<file path="config.mk">
export PLATFORM = sky130hd
export DESIGN_NAME = deadtime_gate_ctrl
export DESIGN_NICKNAME = d
export VERILOG_FILES = /design/src/rtl/dtg_pkg.sv /design/src/rtl/dtg_trim.sv /design/src/rtl/dtg_datapath.sv /design/src/rtl/dtg_control.sv /design/src/rtl/deadtime_gate_ctrl.sv
export SDC_FILE = /design/constraint.sdc
export NUM_CORES = 1
export LEC_CHECK = 0
export BUFFER_PORTS_ARGS = -buffer_cell sky130_fd_sc_hd__buf_2
export CAP_MARGIN = 5
export CORE_MARGIN = 2
export CORE_UTILIZATION = 30
export CTS_BUF_LIST = sky130_fd_sc_hd__clkbuf_4 sky130_fd_sc_hd__clkbuf_8 sky130_fd_sc_hd__clkbuf_16
export DETAILED_ROUTE_END_ITERATION = 6
export GPL_TIMING_DRIVEN = 1
export PLACE_DENSITY = 0.51
export SYNTH_ARGS = -nofsm -noshare
export SYNTH_HDL_FRONTEND = slang
export SYNTH_SLANG_ARGS = --single-unit
</file>
<file path="constraint.sdc">
create_clock -name clk -period 2.8 [get_ports clk]
set_input_delay 0.56 -clock clk [delete_from_list [all_inputs] [get_ports clk]]
set_output_delay 0.56 -clock clk [all_outputs]
set_load 0.02 [all_outputs]
</file>
<file path="src/rtl/dtg_pkg.sv">
`timescale 1ns/1ps
package dtg_pkg;

  typedef enum logic [2:0] {
    ST_SAFE,
    ST_LOW,
    ST_RISE_GAP,
    ST_HIGH,
    ST_FALL_GAP
  } gate_state_t;

  // strobes from control to datapath
  typedef struct packed {
    logic start;      // a gap opens this edge
    logic startRise;  // the opening gap is the rising-edge one
    logic tick;       // gap continues: count and sample the comparator
    logic commit;     // gap completes: update the learned value
  } gap_strobe_t;

endpackage

</file>
<file path="src/rtl/dtg_trim.sv">
`timescale 1ns/1ps
module dtg_trim #(
  parameter int DT_MIN  = 1,
  parameter int DT_MAX  = 20,
  parameter int DT_INIT = 4,
  localparam int DLY_W  = $clog2(DT_MAX + 1)
) (
  input  logic             clk,
  input  logic             rstN,
  input  logic             load,
  input  logic             shorten,
  output logic [DLY_W-1:0] value
);

  localparam logic [DLY_W-1:0] MIN_V  = DLY_W'(DT_MIN);
  localparam logic [DLY_W-1:0] MAX_V  = DLY_W'(DT_MAX);
  localparam logic [DLY_W-1:0] INIT_V = DLY_W'(DT_INIT);

  logic [DLY_W-1:0] nextVal;

  always_comb begin
    if (shorten) begin
      nextVal = (value > MIN_V) ? value - 1'b1 : MIN_V;
    end else begin
      nextVal = (value < MAX_V) ? value + 1'b1 : MAX_V;
    end
  end

  always_ff @(posedge clk or negedge rstN) begin
    if (!rstN) begin
      value <= INIT_V;
    end else if (load) begin
      value <= nextVal;
    end
  end

endmodule

</file>
<file path="src/rtl/dtg_datapath.sv">
`timescale 1ns/1ps
module dtg_datapath
  import dtg_pkg::*;
#(
  parameter int DT_MIN    = 1,
  parameter int DT_MAX    = 20,
  parameter int DT_INIT   = 4,
  parameter int ADAPT_DLY = 6,
  localparam int DLY_W    = $clog2(DT_MAX + 1),
  localparam int LIM_MAX  = (DT_MAX > ADAPT_DLY) ? DT_MAX : ADAPT_DLY,
  localparam int CNT_W    = $clog2(LIM_MAX + 1)
) (
  input  logic             clk,
  input  logic             rstN,
  input  logic             phaseNeg,
  input  logic             sinkMode,
  input  gap_strobe_t      strobe,
  output logic             gapDone,
  output logic [DLY_W-1:0] riseDelay,
  output logic [DLY_W-1:0] fallDelay
);

  logic [CNT_W-1:0] gapCnt;
  logic [CNT_W-1:0] gapLimit;
  logic             gapIsRise;
  logic             adaptWin;
  logic             sawNeg;
  logic             shortenNow;
  logic [DLY_W-1:0] trimVal [2];

  // index 0 tracks the falling-edge gap, index 1 the rising-edge gap
  generate
    for (genvar e = 0; e < 2; e++) begin : g_edge
      logic loadThis;
      assign loadThis = strobe.commit && !adaptWin && (gapIsRise == 1'(e));
      dtg_trim #(
        .DT_MIN (DT_MIN),
        .DT_MAX (DT_MAX),
        .DT_INIT(DT_INIT)
      ) trimInst (
        .clk    (clk),
        .rstN   (rstN),
        .load   (loadThis),
        .shorten(shortenNow),
        .value  (trimVal[e])
      );
    end
  endgenerate

  assign riseDelay  = trimVal[1];
  assign fallDelay  = trimVal[0];
  assign shortenNow = sawNeg | phaseNeg;

  always_comb begin
    if (adaptWin) begin
      gapLimit = CNT_W'(ADAPT_DLY);
    end else if (gapIsRise) begin
      gapLimit = CNT_W'(riseDelay);
    end else begin
      gapLimit = CNT_W'(fallDelay);
    end
  end

  assign gapDone = (gapCnt >= gapLimit);

  always_ff @(posedge clk or negedge rstN) begin
    if (!rstN) begin
      gapCnt    <= '0;
      gapIsRise <= 1'b0;
      adaptWin  <= 1'b0;
      sawNeg    <= 1'b0;
    end else if (strobe.start) begin
      gapCnt    <= CNT_W'(1);
      gapIsRise <= strobe.startRise;
      adaptWin  <= sinkMode;
      sawNeg    <= 1'b0;
    end else if (strobe.tick) begin
      gapCnt    <= gapCnt + 1'b1;
      sawNeg    <= sawNeg | phaseNeg;
    end
  end

endmodule

</file>
<file path="src/rtl/dtg_control.sv">
`timescale 1ns/1ps
module dtg_control
  import dtg_pkg::*;
(
  input  logic        clk,
  input  logic        rstN,
  input  logic        pwmIn,
  input  logic        gapDone,
  output gap_strobe_t strobe,
  output logic        hiGate,
  output logic        loGate
);

  gate_state_t state;
  gate_state_t nextState;

  always_comb begin
    nextState = state;
    strobe    = '0;
    case (state)
      ST_SAFE: begin
        nextState = pwmIn ? ST_HIGH : ST_LOW;
      end
      ST_LOW: begin
        if (pwmIn) begin
          nextState        = ST_RISE_GAP;
          strobe.start     = 1'b1;
          strobe.startRise = 1'b1;
        end
      end
      ST_RISE_GAP: begin
        if (!pwmIn) begin
          nextState = ST_LOW;            // glitch: restore lower switch
        end else if (gapDone) begin
          nextState     = ST_HIGH;
          strobe.commit = 1'b1;
        end else begin
          strobe.tick = 1'b1;
        end
      end
      ST_HIGH: begin
        if (!pwmIn) begin
          nextState    = ST_FALL_GAP;
          strobe.start = 1'b1;
        end
      end
      ST_FALL_GAP: begin
        if (pwmIn) begin
          nextState = ST_HIGH;           // glitch: restore upper switch
        end else if (gapDone) begin
          nextState     = ST_LOW;
          strobe.commit = 1'b1;
        end else begin
          strobe.tick = 1'b1;
        end
      end
      default: nextState = ST_SAFE;
    endcase
  end

  always_ff @(posedge clk or negedge rstN) begin
    if (!rstN) begin
      state <= ST_SAFE;
    end else begin
      state <= nextState;
    end
  end

  assign hiGate = (state == ST_HIGH);
  assign loGate = (state == ST_LOW);

endmodule

</file>
<file path="src/rtl/deadtime_gate_ctrl.sv">
`timescale 1ns/1ps
module deadtime_gate_ctrl
  import dtg_pkg::*;
#(
  parameter int DT_MIN    = 1,
  parameter int DT_MAX    = 20,
  parameter int DT_INIT   = 4,
  parameter int ADAPT_DLY = 6,
  localparam int DLY_W    = $clog2(DT_MAX + 1)
) (
  input  logic             clk,
  input  logic             rstN,
  input  logic             pwmIn,
  input  logic             phaseNeg,
  input  logic             sinkMode,
  output logic             hiGate,
  output logic             loGate,
  output logic [DLY_W-1:0] riseDelay,
  output logic [DLY_W-1:0] fallDelay
);

  gap_strobe_t gapStrobe;
  logic        gapDone;

  dtg_control ctrl (
    .clk    (clk),
    .rstN   (rstN),
    .pwmIn  (pwmIn),
    .gapDone(gapDone),
    .strobe (gapStrobe),
    .hiGate (hiGate),
    .loGate (loGate)
  );

  dtg_datapath #(
    .DT_MIN   (DT_MIN),
    .DT_MAX   (DT_MAX),
    .DT_INIT  (DT_INIT),
    .ADAPT_DLY(ADAPT_DLY)
  ) dpath (
    .clk      (clk),
    .rstN     (rstN),
    .phaseNeg (phaseNeg),
    .sinkMode (sinkMode),
    .strobe   (gapStrobe),
    .gapDone  (gapDone),
    .riseDelay(riseDelay),
    .fallDelay(fallDelay)
  );

endmodule

</file>
==> results of run 1 <==
## sequential cells by signal, summed over array words and instances (netlist names)
signal / flops
dpath.gapIsRise: 1
dpath.gapCnt: 5
dpath.g_edge.trimInst.value: 10
ctrl.state: 3
dpath.adaptWin: 1
dpath.sawNeg: 1
## worst max path at each step
stage / slack (ps) / end / cells after the start / startpoint
floorplan: 200 / dpath.g_edge[1].trimInst.value[1]$_DFFE_PN0P_ / 9 / dpath.g_edge[0].trimInst.value[4]$_DFFE_PN0P_
global placement: 430 / dpath.g_edge[1].trimInst.value[1]$_DFFE_PN0P_ / 9 / dpath.g_edge[0].trimInst.value[2]$_DFFE_PN1P_
detailed placement: 410 / dpath.g_edge[1].trimInst.value[1]$_DFFE_PN0P_ / 9 / dpath.g_edge[0].trimInst.value[2]$_DFFE_PN1P_
CTS: 370 / dpath.g_edge[1].trimInst.value[1]$_DFFE_PN0P_ / 9 / dpath.g_edge[0].trimInst.value[2]$_DFFE_PN1P_
global route: 200 / dpath.g_edge[1].trimInst.value[1]$_DFFE_PN0P_ / 9 / dpath.g_edge[0].trimInst.value[2]$_DFFE_PN1P_
finish: 380 / dpath.g_edge[1].trimInst.value[1]$_DFFE_PN0P_ / 9 / dpath.g_edge[0].trimInst.value[2]$_DFFE_PN1P_
## where the power goes
group	switching, W	internal [W]
clock	0.000103	0.0000992
sequential	0.000133	0.000375
combinational	0.000429	0.000294
## cells by family (layout without fill, tap and decap cells)
group                      count (synthesis)  count (layout)  synth area share [%]
muxes                                     11              11                  7.46
buffers and inverters                     18              33                  4.24
AOI/OAI and AO/OA                         47              47                  21.3
adders and majority gates                 12              12                  9.42
DFF                                       21              21                  33.1
xor gates and xnor gates                   2               2                  1.10
and+or+nand+nor                           70              70                  23.4
## cells in the mapped netlist, types with 3 or more instances
master and instances:
a31oi_1 4, dfrtp_1 19, nor2_1 15, mux2i_1 7, or2_2 3, nor2b_1 5, inv_1 8, nor3b_1 3
nand3_1 8, clkbuf_1 9, nand2_1 16, o31ai_1 3, a21oi_1 13, o21ai_0 8, ha_1 12, nor3_1 8
## final cells by class
class / instances / area, sq um
clock buffer: 3 / 41.3
clock inverter: 1 / 5.00
fill: 544 / 3300
inverter: 8 / 30.0
multi-input combinational: 142 / 998
sequential: 21 / 528
tap: 70 / 87.6
timing repair buffer: 21 / 118
## per-stage QoR
stage | total power (W) | cells | hold slack, ps
CTS | 0.00144 | 266 | 272
global route | 0.00157 | 266 | 293
detailed placement | 0.00123 | 262 | 493
finish | 0.00143 | 266 | 255
floorplan | 0.00102 | 181 | 264
global placement | 0.00123 | 262 | 476
## routing by layer
metal	wire [um]	vias up
li1	-	692
met1	1970	650
met2	1740	21
met3	76	5
met4	35	0
met5	0	-
==> qor.yml, run 1 <==
logic_synthesis:
  syn_nets: 198
  yosys-top-cells-area: "dfrtp_1 30%, ha_1 9.4%, mux2i_1 4.4%, a21oi_1 4.1%, nand2_1 3.8%"
  yosysTopAreaCellShare_pct: 29.8
  yosysWarnings: 0
  synth-edff-count: 0
  ys_seq_area_share_pct: 33.1
  async_reset_ff_share_pct: 100
  synth_seq_cells: 21
  netlist_area_sq_um: 1590
  syn_avg_cell_area_sq_um: 8.81
  synth_cell_type_count: 49
  synth_flop_cell: "dfrtp_1"
  synthCells: 181
  yosys.area.top_type: "dfrtp_1"
drt:
  routed_wl_mm: 3.82
  ant_nets: 0
  via_per_inst: 5.14
  wire_per_inst_um: 14.4
  dr.pass1.iters: 4
  dr_total_vias: 1368
  drt-initial-drc-count: 156
  drcViolationCount: 0
worst_setup_path:
  worstPathCellList: "nor2b_1 -> a211oi_1 -> ha_1 -> nand2_1 -> o21ai_1 -> a31oi_1 -> buf_4 -> nor2_4 -> mux2_1"
  critical_path.max_fanout: 12
  crit_family: "flip-flops"
  max_stage_delay_ps: 640
  worstRegToRegCells: 9
  reg2reg_to: "dpath.g_edge[1].trimInst.value[1]$_DFFE_PN0P_"
  r2r-start: "dpath.g_edge[0].trimInst.value[2]$_DFFE_PN1P_"
  crit_type: "register to register"
  start_kind: "register"
  worstPathRequired_ps: 2940
  cp_slowest_cell: "dfstp_2"
  cp.buffers_inverters: 1
  cp.arrival_ps: 2560
  reg2reg_setup_slack_ps: 380
  endpoint_kind: "register"
clocking:
  clk_latency_ps: 270
  clock_path_buffers: 2
  clockRootBuffer: "clkbuf_8"
  cts_setup_buffers: 0
  cts.clk_slew.worst_paths_ps: 90
  cts_tree: "built"
  cts_buffers: 3
  ctsHtreeMaxLevel: 1
  cts.sink_count: 21
  cts.repair.resized: 0
  postCtsHoldBufs: 0
sta:
  worstMarginPinSlew_ps: 748
  final-setup-viol-count: 0
  final.period_utilization_pct: 86.3
  min_period_ps: 2420
  grt_setup_unrepaired: "false"
  max_clock_freq_ghz: 0.414
  setup_tns_ps: 0
  slew_violations: 0
  final-hold-violation-count: 0
  fin_ws_ps: 383
  slew_headroom_pct: 50.0
  skew_ps: 10.9
global_route:
  grt_overflow: 0
  grt_util_met3_pct: 1.53
  gr-usage-all-layers_pct: 13.9
  grt.busiest_layer: "met2"
  grt_use_met2_pct: 21.2
  antenna_found_initial: 0
  grt_use_met1_pct: 21.0
  grt_max_degree: 22
  first_global_vias: 1289
  grt_pass1_wl_mm: 6.79
floorplan:
  pin_count: 17
  dieArea_sq_um: 5910
  rows: 26
  start_util_pct: 31.2
  coreArea_sq_um: 5110
  die_y_um: 76.9
  die_x_um: 76.9
finish:
  final_core_util_pct: 35.4
  syn2layout_area_growth_pct: 13.4
  layout_common_cells: "19 x dfrtp_1, 16 x nand2_1, 16 x buf_2"
  nets: 214
  mostFrequentLayoutCell: "dfrtp_1"
  antenna_cells: 0
  layout-drive-gt1-share_pct: 19.9
  stdcell_area_sq_um: 1810
placement:
  gp_congestion: 0.792
  place_ws_ps: 408
  portBuffers: 16
  dpl.hpwl_mm: 2.81
  placed_cell_area_sq_um: 1760
min_path:
  hp-class: "input port to asynchronous set/reset pin"
flow_run:
  max_cap_violations: 0
power_and_ir_drop:
  powerDensity_nw_per_um2: 793
  vdd.ir_drop.worst_mv: 0.443
  p_leak_nw: 0.815
status:
  status: "finished clean"
No activity file was read; power rests on OpenSTA's default activity.
==> run 2, diff against run 1 <==
CELL_PAD_IN_SITES_DETAIL_PLACEMENT = 0   (was unset)
CELL_PAD_IN_SITES_GLOBAL_PLACEMENT = 1   (was unset)
PLACE_DENSITY = 0.62   (was 0.51)
SETUP_SLACK_MARGIN = 0.2   (was unset)
==> qor.yml, run 2 (synthesized netlist as in run 1, its figures left out) <==
sta:
  skew_ps: 1.74  # -9.12 ps
  setup_tns_ps: 0  # unchanged
  grt_setup_unrepaired: "false"
  final.period_utilization_pct: 85.5  # -0.78 points
  final-setup-viol-count: 0  # unchanged
  whs_ps: 257  # +1.99 ps
  slew_violations: 0  # unchanged
  final-hold-violation-count: 0  # unchanged
  slew_headroom_pct: 50.4  # +0.40 points
  max_clock_freq_ghz: 0.418  # +0.92%
  worstMarginPinSlew_ps: 742  # -5.94 ps
  min_period_ps: 2390  # -22.0 ps
finish:
  mostFrequentLayoutCell: "dfrtp_1"
  top_regs: "dpath.g_edge.trimInst.value: 10 flops, dpath.gapCnt: 5 flops, ctrl.state: 3 flops"
  antenna_cells: 0  # unchanged
  stdcell_area_sq_um: 1820  # +0.55%
  fin_cells: 266  # unchanged
  regMostFlops: "dpath.g_edge.trimInst.value"
  largest_register_ffs: 10  # unchanged
  layout-drive-gt1-share_pct: 20.9  # +1.0 points
  layout_common_cells: "18 x dfrtp_1, 16 x nand2_1, 16 x buf_2"
  nets: 214  # unchanged
  syn2layout_area_growth_pct: 14.0
clocking:
  cts_buffers: 3  # unchanged
  postCtsHoldBufs: 0  # unchanged
  clock_path_buffers: 2  # unchanged
  cts.sink_count: 21  # unchanged
  cts_tree: "built"
  cts.clk_slew.worst_paths_ps: 80  # about the same
  clockRootBuffer: "clkbuf_8"
  clk_latency_ps: 260  # about the same
  ctsHtreeMaxLevel: 1  # unchanged
global_route:
  grt_overflow: 0  # unchanged
  grt_pass1_wl_mm: 6.87  # +1.1%
  first_global_vias: 1382  # +7.2%
  grt_max_degree: 22  # unchanged
  grt.busiest_layer: "met2"
  gr-usage-all-layers_pct: 14.1  # +0.19 points
  grt_use_met1_pct: 19.9  # -1.1 points
  grt_use_met2_pct: 22.0  # +0.79 points
  antenna_found_initial: 0  # unchanged
  grt_util_met3_pct: 2.47  # +0.94 points
placement:
  portBuffers: 16  # unchanged
  dpl.hpwl_mm: 2.88  # +2.5%
  placed_cell_area_sq_um: 1760  # about the same
  place_inst: 261  # -0.38%
  gp_congestion: 0.836  # +5.6%
worst_setup_path:
  worstPathRequired_ps: 3000  # +60 ps
  crit_type: "register to register"
  endpoint_kind: "register"
  critical_path.max_fanout: 12  # unchanged
  cp.arrival_ps: 2590  # +30 ps
  start_kind: "register"
power_and_ir_drop:
  powerDensity_nw_per_um2: 810  # +2.1%
  p_seq_share_pct: 35.2  # -0.2 points
  switching_share_pct: 46.1  # -0.29 points
  clkPwrFrac_pct: 14.5  # +0.4 points
  p_switching_w: 0.000679  # +2.0%
  p_comb_share_pct: 50.3  # about the same
  p_leak_nw: 0.814  # about the same
  vdd.ir_drop.worst_mv: 0.368  # -17%
  cellInternalPower_w: 0.000793  # +3.2%
drt:
  routed_wl_mm: 3.95  # +3.5%
  drcViolationCount: 0  # unchanged
  wire_per_inst_um: 14.9  # +3.5%
  dr_total_vias: 1409  # +3.0%
  dr.pass1.iters: 4  # unchanged
  drt-initial-drc-count: 116  # -26%
  ant_nets: 0  # unchanged
  via_per_inst: 5.30  # +3.0%
floorplan:
  die_y_um: 76.9  # unchanged
  start_util_pct: 31.2  # unchanged
  pin_count: 17  # unchanged
  rows: 26  # unchanged
  dieArea_sq_um: 5910  # unchanged
  coreArea_sq_um: 5110  # unchanged
  die_x_um: 76.9  # unchanged
flow_run:
  max_cap_violations: 0  # unchanged
status:
  status: "finished clean"
min_path:
  hp-class: "input port to asynchronous set/reset pin"
[run 2: changes by cell type in the layout (fill, tap and decap cells not counted), sizes merged]
cell and delta:
clkbuf +1, clkinv -1
[run 2: worst paths after layout]
path	end	depth (start not counted)	startpoint	slack, ps
min in group clk	dpath.gapCnt[4]$_DFFE_PN0P_	1	dpath.gapCnt[4]$_DFFE_PN0P_	500
max reg2reg	dpath.g_edge[0].trimInst.value[2]$_DFFE_PN1P_	8	dpath.g_edge[0].trimInst.value[2]$_DFFE_PN1P_	410
max in group asynchronous	dpath.gapIsRise$_DFFE_PN0P_	1	rstN	2170
min	dpath.g_edge[0].trimInst.value[1]$_DFFE_PN0P_	1	rstN	260
min reg2reg	dpath.gapCnt[4]$_DFFE_PN0P_	1	dpath.gapCnt[4]$_DFFE_PN0P_	500
max	dpath.g_edge[0].trimInst.value[2]$_DFFE_PN1P_	8	dpath.g_edge[0].trimInst.value[2]$_DFFE_PN1P_	410
[run 2: area by class of cell]
cell class                      count  area, sq um
Clock buffer                        4         48.8
Fill cell                         545         3290
Inverter                            8         30.0
Multi-Input combinational cell    142         1000
Sequential cell                    21          529
Tap cell                           70         87.6
Timing Repair Buffer               21          118
[run 2: timing repair]
action / in CTS / in global routing
gates resized for setup: 0 / 1
setup buffers: 0 / 1
setup endpoints to repair: 0 / 5
[run 2: worst max-delay path: stages (launching register included)]
cell and delay (ps):
dfstp_2 650, nor2b_1 160, a211oi_1 60, ha_1 310, nand2_1 60, o21ai_1 300, a31o_2 300, and2_4 200
mux2_4 290
[run 2: metal layers]
metal  vias to the layer above  share of wire, %
li1                        690                 -
met1                       686                49
met2                        29                47
met3                         4               3.7
met4                         0               1.1
met5                         -                 0
[run 2: power groups by stage]
| stage | combinational (W) | sequential, W | clock (W) |
|---|---|---|---|
| after floorplan | 0.000545 | 0.000482 | 0 |
| final | 0.000740 | 0.000518 | 0.000213 |
| after detailed placement | 0.000735 | 0.000522 | 0 |
| after CTS | 0.000737 | 0.000517 | 0.000225 |
| after global placement | 0.000718 | 0.000520 | 0 |
| after global routing | 0.000820 | 0.000536 | 0.000239 |
[run 2: metrics by stage]
step / setup WS (ps) / total power (W) / utilization, %
global placement: 416 / 0.00124 / 34.5
CTS: 336 / 0.00148 / 35.4
detailed placement: 346 / 0.00126 / 34.5
finish: 405 / 0.00147 / 35.6
global route: 237 / 0.00160 / 35.6
floorplan: 307 / 0.00103 / -
